===== src/rtl/pwrhs_pkg.sv =====
package pwrhs_pkg;
  localparam int unsigned PS_W = 2;

  typedef enum logic [PS_W-1:0] {
    PS_D0 = 2'b00,
    PS_D1 = 2'b01,
    PS_D2 = 2'b10,
    PS_D3 = 2'b11
  } pstate_e;
endpackage


===== src/rtl/pwrhs_rst_sync.sv =====
module pwrhs_rst_sync #(
  parameter int unsigned STAGES = 2
) (
  input  logic clk,
  input  logic rst_n,
  output logic rst_sync_n
);
  logic [STAGES-1:0] sync_q;
  logic [STAGES-1:0] sync_d;

  always_comb begin
    sync_d = {sync_q[STAGES-2:0], 1'b1};
  end

  always_ff @(posedge clk or negedge rst_n) begin
    if (!rst_n) sync_q <= '0;
    else        sync_q <= sync_d;
  end

  assign rst_sync_n = sync_q[STAGES-1];
endmodule


===== src/rtl/pwrhs_state_reg.sv =====
module pwrhs_state_reg #(
  parameter int unsigned W = 2
) (
  input  logic         clk,
  input  logic         rst_n,
  input  logic         wr_en,
  input  logic [W-1:0] wdata,
  output logic [W-1:0] state_q
);
  logic [W-1:0] state_d;

  always_comb begin
    state_d = state_q;
    if (wr_en) state_d = wdata;
  end

  always_ff @(posedge clk or negedge rst_n) begin
    if (!rst_n) state_q <= '0;
    else        state_q <= state_d;
  end

  assert_capture_R3: assert property (@(posedge clk) disable iff (!rst_n)
    wr_en |=> (state_q == $past(wdata)));
endmodule


===== src/rtl/pwrhs_irq_gen.sv =====
module pwrhs_irq_gen #(
  parameter int unsigned W = 2
) (
  input  logic         clk,
  input  logic         rst_n,
  input  logic [W-1:0] req,
  input  logic [W-1:0] cur,
  output logic         irq_q
);
  logic irq_d;

  always_comb begin
    irq_d = (req != cur);
  end

  always_ff @(posedge clk or negedge rst_n) begin
    if (!rst_n) irq_q <= 1'b0;
    else        irq_q <= irq_d;
  end
endmodule


===== src/rtl/pwrhs_rd_mux.sv =====
module pwrhs_rd_mux #(
  parameter int unsigned DATA_W  = 32,
  parameter int unsigned W       = 2,
  parameter int unsigned REQ_LSB = 2,
  parameter int unsigned CUR_LSB = 0
) (
  input  logic [W-1:0]      req,
  input  logic [W-1:0]      cur,
  output logic [DATA_W-1:0] rdata
);
  for (genvar b = 0; b < DATA_W; b++) begin : g_bit
    if (b >= REQ_LSB && b < REQ_LSB + W) begin : g_req
      assign rdata[b] = req[b - REQ_LSB];
    end else if (b >= CUR_LSB && b < CUR_LSB + W) begin : g_cur
      assign rdata[b] = cur[b - CUR_LSB];
    end else begin : g_zero
      assign rdata[b] = 1'b0;
    end
  end
endmodule


===== src/rtl/pwrhs_ctrl.sv =====
module pwrhs_ctrl #(
  parameter int unsigned DATA_W  = 32,
  parameter int unsigned REQ_LSB = 2,
  parameter int unsigned CUR_LSB = 0
) (
  input  logic                       clk,
  input  logic                       rst_n,
  input  logic                       host_wr_en_i,
  input  logic [pwrhs_pkg::PS_W-1:0] host_wdata_i,
  output logic [pwrhs_pkg::PS_W-1:0] host_rdata_o,
  input  logic                       loc_wr_en_i,
  input  logic [DATA_W-1:0]          loc_wdata_i,
  output logic [DATA_W-1:0]          loc_rdata_o,
  output logic                       irq_o
);
  import pwrhs_pkg::*;

  localparam int unsigned W = PS_W;

  logic         rst_sync_n;
  logic [W-1:0] req_q;
  logic [W-1:0] cur_q;
  logic [W-1:0] loc_cur_wdata;
  logic         unused_loc_wbits;

  assign loc_cur_wdata    = loc_wdata_i[CUR_LSB +: W];
  assign unused_loc_wbits = ^loc_wdata_i;

  pwrhs_rst_sync #(.STAGES(2)) u_rst_sync (
    .clk        (clk),
    .rst_n      (rst_n),
    .rst_sync_n (rst_sync_n)
  );

  // Request field: written only from the host side.
  pwrhs_state_reg #(.W(W)) u_req_reg (
    .clk     (clk),
    .rst_n   (rst_sync_n),
    .wr_en   (host_wr_en_i),
    .wdata   (host_wdata_i),
    .state_q (req_q)
  );

  // Current-state field: written only from the local side.
  pwrhs_state_reg #(.W(W)) u_cur_reg (
    .clk     (clk),
    .rst_n   (rst_sync_n),
    .wr_en   (loc_wr_en_i),
    .wdata   (loc_cur_wdata),
    .state_q (cur_q)
  );

  pwrhs_irq_gen #(.W(W)) u_irq_gen (
    .clk   (clk),
    .rst_n (rst_sync_n),
    .req   (req_q),
    .cur   (cur_q),
    .irq_q (irq_o)
  );

  pwrhs_rd_mux #(
    .DATA_W  (DATA_W),
    .W       (W),
    .REQ_LSB (REQ_LSB),
    .CUR_LSB (CUR_LSB)
  ) u_rd_mux (
    .req   (req_q),
    .cur   (cur_q),
    .rdata (loc_rdata_o)
  );

  assign host_rdata_o = cur_q;

  // Assertions at the port level
  assert_host_mirror_R6: assert property (@(posedge clk) disable iff (!rst_sync_n)
    loc_wr_en_i |=> (host_rdata_o == $past(loc_cur_wdata)));

  assert_req_untouched_R7: assert property (@(posedge clk) disable iff (!rst_sync_n)
    !host_wr_en_i |=> $stable(req_q));

  assert_irq_rise_R4: assert property (@(posedge clk) disable iff (!rst_sync_n)
    (loc_rdata_o[REQ_LSB +: W] != host_rdata_o) |=> irq_o);

  assert_irq_self_clear_R5: assert property (@(posedge clk) disable iff (!rst_sync_n)
    (loc_wr_en_i && !host_wr_en_i && (loc_cur_wdata == req_q)) |=> ##1 !irq_o);

  assert_dual_write_R9: assert property (@(posedge clk) disable iff (!rst_sync_n)
    (host_wr_en_i && loc_wr_en_i) |=>
      ((req_q == $past(host_wdata_i)) && (cur_q == $past(loc_cur_wdata))));
endmodule


===== config.mk =====
export PLATFORM = sky130hd
export DESIGN_NAME = pwrhs_ctrl
export DESIGN_NICKNAME = d
export VERILOG_FILES = /design/src/rtl/pwrhs_pkg.sv /design/src/rtl/pwrhs_rst_sync.sv /design/src/rtl/pwrhs_state_reg.sv /design/src/rtl/pwrhs_irq_gen.sv /design/src/rtl/pwrhs_rd_mux.sv /design/src/rtl/pwrhs_ctrl.sv
export SDC_FILE = /design/constraint.sdc
export NUM_CORES = 1
export LEC_CHECK = 0
export BUFFER_PORTS_ARGS = -buffer_cell sky130_fd_sc_hd__buf_2
export CAP_MARGIN = 15
export CORE_MARGIN = 2
export CORE_UTILIZATION = 30
export DETAILED_ROUTE_END_ITERATION = 6
export GPL_ROUTABILITY_DRIVEN = 0
export PLACE_DENSITY = 0.95
export SLEW_MARGIN = 20
export SYNTH_ARGS = -nofsm -noshare
export SYNTH_HDL_FRONTEND = slang
export SYNTH_SLANG_ARGS = --single-unit

===== constraint.sdc =====
create_clock -name clk -period 1.9 [get_ports clk]
set_input_delay 0.475 -clock clk [delete_from_list [all_inputs] [get_ports clk]]
set_output_delay 0.475 -clock clk [all_outputs]
set_load 0.02 [all_outputs]

* Yosys cells after proc, flatten, opt, wreduce, memory -nomap -nowiden
Index checks and enable logic that the tools add are counted.
** Storage, ports and cells
- Register bits :: 7
- Output and inout port bits :: 35
- Logic and storage cells :: 5
- Input port bits :: 38
** Operators by class
- Equality and inequality tests :: 1
** Operators with widths (number)
- 2-bit inequality test :: 1

* Depth between registers and ports, before layout
- Depth in word-level cells :: 1
- Depth in mapped cells :: 2
- Depth with buffers taken out :: 2

* Cells and area by module
From an unflattened synthesis, not the netlist that was laid out.
** Second synthesis, totals
- Cells, all modules :: 48
- Area total of the unflattened synthesis :: 489.2 µm²
** Modules (own cells, without submodules)
- pwrhs_rd_mux :: cells an instance 33, area an instance 244.0 µm², times used 1
- pwrhs_state_reg :: cells an instance 4, area an instance 72.6 µm², times used 2
- pwrhs_rst_sync :: cells an instance 3, area an instance 53.8 µm², times used 1
- pwrhs_irq_gen :: cells an instance 4, area an instance 46.3 µm², times used 1

* Worst setup path after synthesis
Ideal clock, no wire load.
- Kind :: reg-to-output
- Start point :: register u_cur_reg.state_q[0]
- End point :: output port loc_rdata_o[0]
- Arrival :: 0.657 ns
- Required time :: 1.425 ns
- Buffers on the path :: 1
- Path slack :: 0.768 ns
- Cell stages (with the launch flop) :: 2
- Cells stage by stage :: dfrtp_1 -> buf_4
** RTL lines
- start: declaration :: RTL line pwrhs_state_reg.sv:8 : output logic [W-1:0] state_q
- start signal: assignment :: RTL line pwrhs_state_reg.sv:19 : else state_q <= state_d;
- end: declaration :: RTL line pwrhs_ctrl.sv:13 : output logic [DATA_W-1:0] loc_rdata_o,
No word-level cell between the ends.

* Final worst setup path
- Start point :: register u_cur_reg.state_q[1]
- End point :: output port loc_rdata_o[1]
No word-level cell between the ends.

==> summary.txt <==
Floorplan
  – Die Span Y: 43.8 um
  – Placement row count: 14
  – Number of I/O pins: 73
  – Die span in x: 43.8 um
  – Effective utilization at floorplan: 31.8%
  – Total die area: 1910 um2
  – Placeable Area: 1490 um2

Setup path
  – Crit path arrival time: 0.83 ns
  – RR Endpoint: u_cur_reg.state_q[1]$_DFFE_PN0P_
  – CP top delay family: flip-flops
  – Required arrival time at the worst endpoint: 1.42 ns
  – Critical path start-end classification: reg -> out
  – Largest fanout on the critical path: 4
  – Kind of end point of the critical path: primary output
  – Count of buffer and inverter cells on the critical path: 1
  – Worst path max stage delay: 0.41 ns
  – Cell-by-cell listing of the critical path: buf_2
  – Length in cells of the worst reg-to-reg path: 1
  – Kind of launch point of the worst setup path: flop
  – Worst-case register-to-register setup slack: 1.10 ns
  – Launching point of the worst reg2reg path: u_cur_reg.state_q[1]$_DFFE_PN0P_
  – Slowest stage cell on the critical path: dfrtp_1

CTS
  – Number of buffers created by CTS: 3
  – Clock latency of the later-clocked register in the worst-skew pair: 0.25 ns
  – Post-CTS clock slew at the launch and capture registers of the worst setup and hold paths: 0.05 ns
  – Count of clock tree sinks: 7
  – H-tree depth: 1
  – Setup Buffers After CTS: 0
  – Maximum clock insertion buffer count: 2
  – Clock root buffer: clkbuf_4
  – CTS tree: yes

Route
  – Wirelength per Cell: 7.82 um
  – Top metal layer carrying routed signals: met3
  – Number of design-rule violations left by the first detailed-router iteration: 3
  – Total met2 wirelength after detailed routing: 282 um
  – Via density per instance: 3.22
  – Met1 layer wirelength in the final routing: 212 um
  – Met3 Routed Length: 114 um
  – Vias after detailed routing: 251
  – Final routed DRC violation total: 0
  – Wire length after detailed routing: 610 um
  – Count of antenna-violating nets left after detailed routing: 0
  – Count of TritonRoute iterations in the first routing pass: 2

Logic synthesis
  – Synth Register Bits: 7
  – Xor and xnor area share after synthesis: 3.69%
  – Post-synthesis area per instance: 10.3 um2
  – Library cells used by synthesis: 6
  – Combinational family with the most area after synthesis: buffers and inverters
  – Cell area after technology mapping: 474 um2
  – Sequential-to-total area share from yosys stat: 36.9%
  – Post-synthesis adder-cell area fraction: 0%
  – Total of warnings raised by yosys: 0
  – Fraction of the mapped netlist area in compound gates: 0%
  – Cell count after synthesis: 46
  – Simple-Gate Fraction of Synth Area: 0.792%
  – Mux contribution to synthesized area: 9.50%

Status
  – Outcome: finished clean

STA
  – Largest clock skew in the final design: 0.00476 ns
  – Total of endpoints with negative setup slack in the final report: 0
  – Highest clock frequency the design can meet: 0.767 GHz
  – Max Slew Vio Count: 0
  – Summed negative setup slack over all endpoints: 0 ns
  – Share of the clock period used by the worst path: 68.7%
  – Hold Violations, Final: 0
  – Final critical path time including I/O delays and setup: 1.30 ns
  – Setup repair after global routing missed its margin: no

Layout
  – Post-layout utilization of the core: 32.0%
  – Nets@finish: 101
  – Fraction of layout instances using a drive strength above 1: 33.9%
  – Area growth from synthesis to layout: 0.528%
  – Number of antenna repair diodes: 0

Flow run
  – Maxcap violations: 0

Place
  – Count of buffers from port buffering: 14
  – Detailed placer's ending HPWL: 542 um

Power
  – Power per unit of standard cell area: 897 nW/um2
  – IR Drop Worst-Case VDD: 0.413 mV
  – Cell leakage power: 0.270 nW

GRT
  – GR Overflow Total: 0
  – Number of antenna violations at the first check in global routing: 0
  – Wire length of the first global-routing pass: 890 um
  – Number of global-route vias before repair: 199
  – Aggregate global-route resource usage: 7.22%
  – Maximum number of pins on one net before global-route repair: 6

Hold path
  – Hold/Removal Path Class: reg -> async
repair_timing:
item                                   in CTS  in global routing
hold buffers                                1                  0
gates resized for setup                     0                  0
endpoints found under the hold margin       2                  0
cells in the mapped netlist:
library cell | instances | area (um2)
buf_4 | 30 | 225
dfrtp_1 | 7 | 175
xnor2_1 | 2 | 17.5
nand2_1 | 1 | 3.75
mux2_2 | 4 | 45.0
conb_1 | 2 | 7.51
how the worst max path moves through the flow:
stage                                startpoint              end  slack, ns  depth (start not counted)
2_1_floorplan  u_cur_reg.state_q[0]$_DFFE_PN0P_   loc_rdata_o[0]       0.77                          1
3_3_place_gp   u_cur_reg.state_q[0]$_DFFE_PN0P_  host_rdata_o[0]       0.87                          1
3_5_place_dp   u_cur_reg.state_q[1]$_DFFE_PN0P_   loc_rdata_o[1]       0.86                          1
4_1_cts        u_cur_reg.state_q[1]$_DFFE_PN0P_   loc_rdata_o[1]       0.58                          1
5_1_grt        u_cur_reg.state_q[1]$_DFFE_PN0P_  host_rdata_o[1]       0.54                          1
6_report       u_cur_reg.state_q[1]$_DFFE_PN0P_   loc_rdata_o[1]       0.60                          1
layout by cell type (no fill, tap or decap):
cell	netlist	final
nand2_1	1	1
dlygate4sd3_1	0	1
clkbuf_4	0	3
clkbuf_1	0	1
dfrtp_1	7	7
buf_2	0	14
conb_1	2	29
xnor2_1	2	2
mux2_2	4	4
metal layers:
layer | track usage (%) | vias up
li1 | - | 112
met1 | 7.57 | 113
met2 | 10.0 | 26
met3 | 7.50 | 0
met4 | 1.82 | 0
met5 | 0 | -
sequential cells by signal, indices dropped and copies added, names as in the netlist:
name / flops
u_cur_reg.state_q: 2
u_rst_sync.sync_q: 2
u_req_reg.state_q: 2
u_irq_gen.irq_q: 1
area by class of cell:
type	count	area (um2)
Timing Repair Buffer	15	80.1
Sequential cell	7	175
Clock buffer	4	26.3
Fill cell	162	1010
Multi-Input combinational cell	36	175
Tap cell	16	20.0
cells by family (layout without fill, tap and decap cells):
| group | Yosys count | count (layout) |
|---|---|---|
| buffers and inverters | 30 | 19 |
| flip-flops | 7 | 7 |
| multiplexers | 4 | 4 |
| other | 2 | 29 |
| XOR/XNOR | 2 | 2 |
| AND/OR/NAND/NOR | 1 | 1 |
power breakdown:
part | leakage [nW] | internal (mW) | total (mW) | switching, mW
clock | 0.0150 | 0.0800 | 0.133 | 0.0533
sequential | 0.0803 | 0.164 | 0.176 | 0.0121
combinational | 0.174 | 0.0313 | 0.118 | 0.0865
stage by stage:
step	hold slack, ns	area [um2]	setup slack, ns	instances	total power [mW]
6_report	0.0787	477	0.595	78	0.428
5_1_grt	0.111	477	0.535	78	0.458
4_1_cts	0.0819	477	0.581	78	0.435
3_5_place_dp	0.0846	440	0.857	73	0.296
3_3_place_gp	0.0691	440	0.868	73	0.292
2_1_floorplan	0.0541	576	0.768	73	0.315
Power figures use the tool's default switching activity.
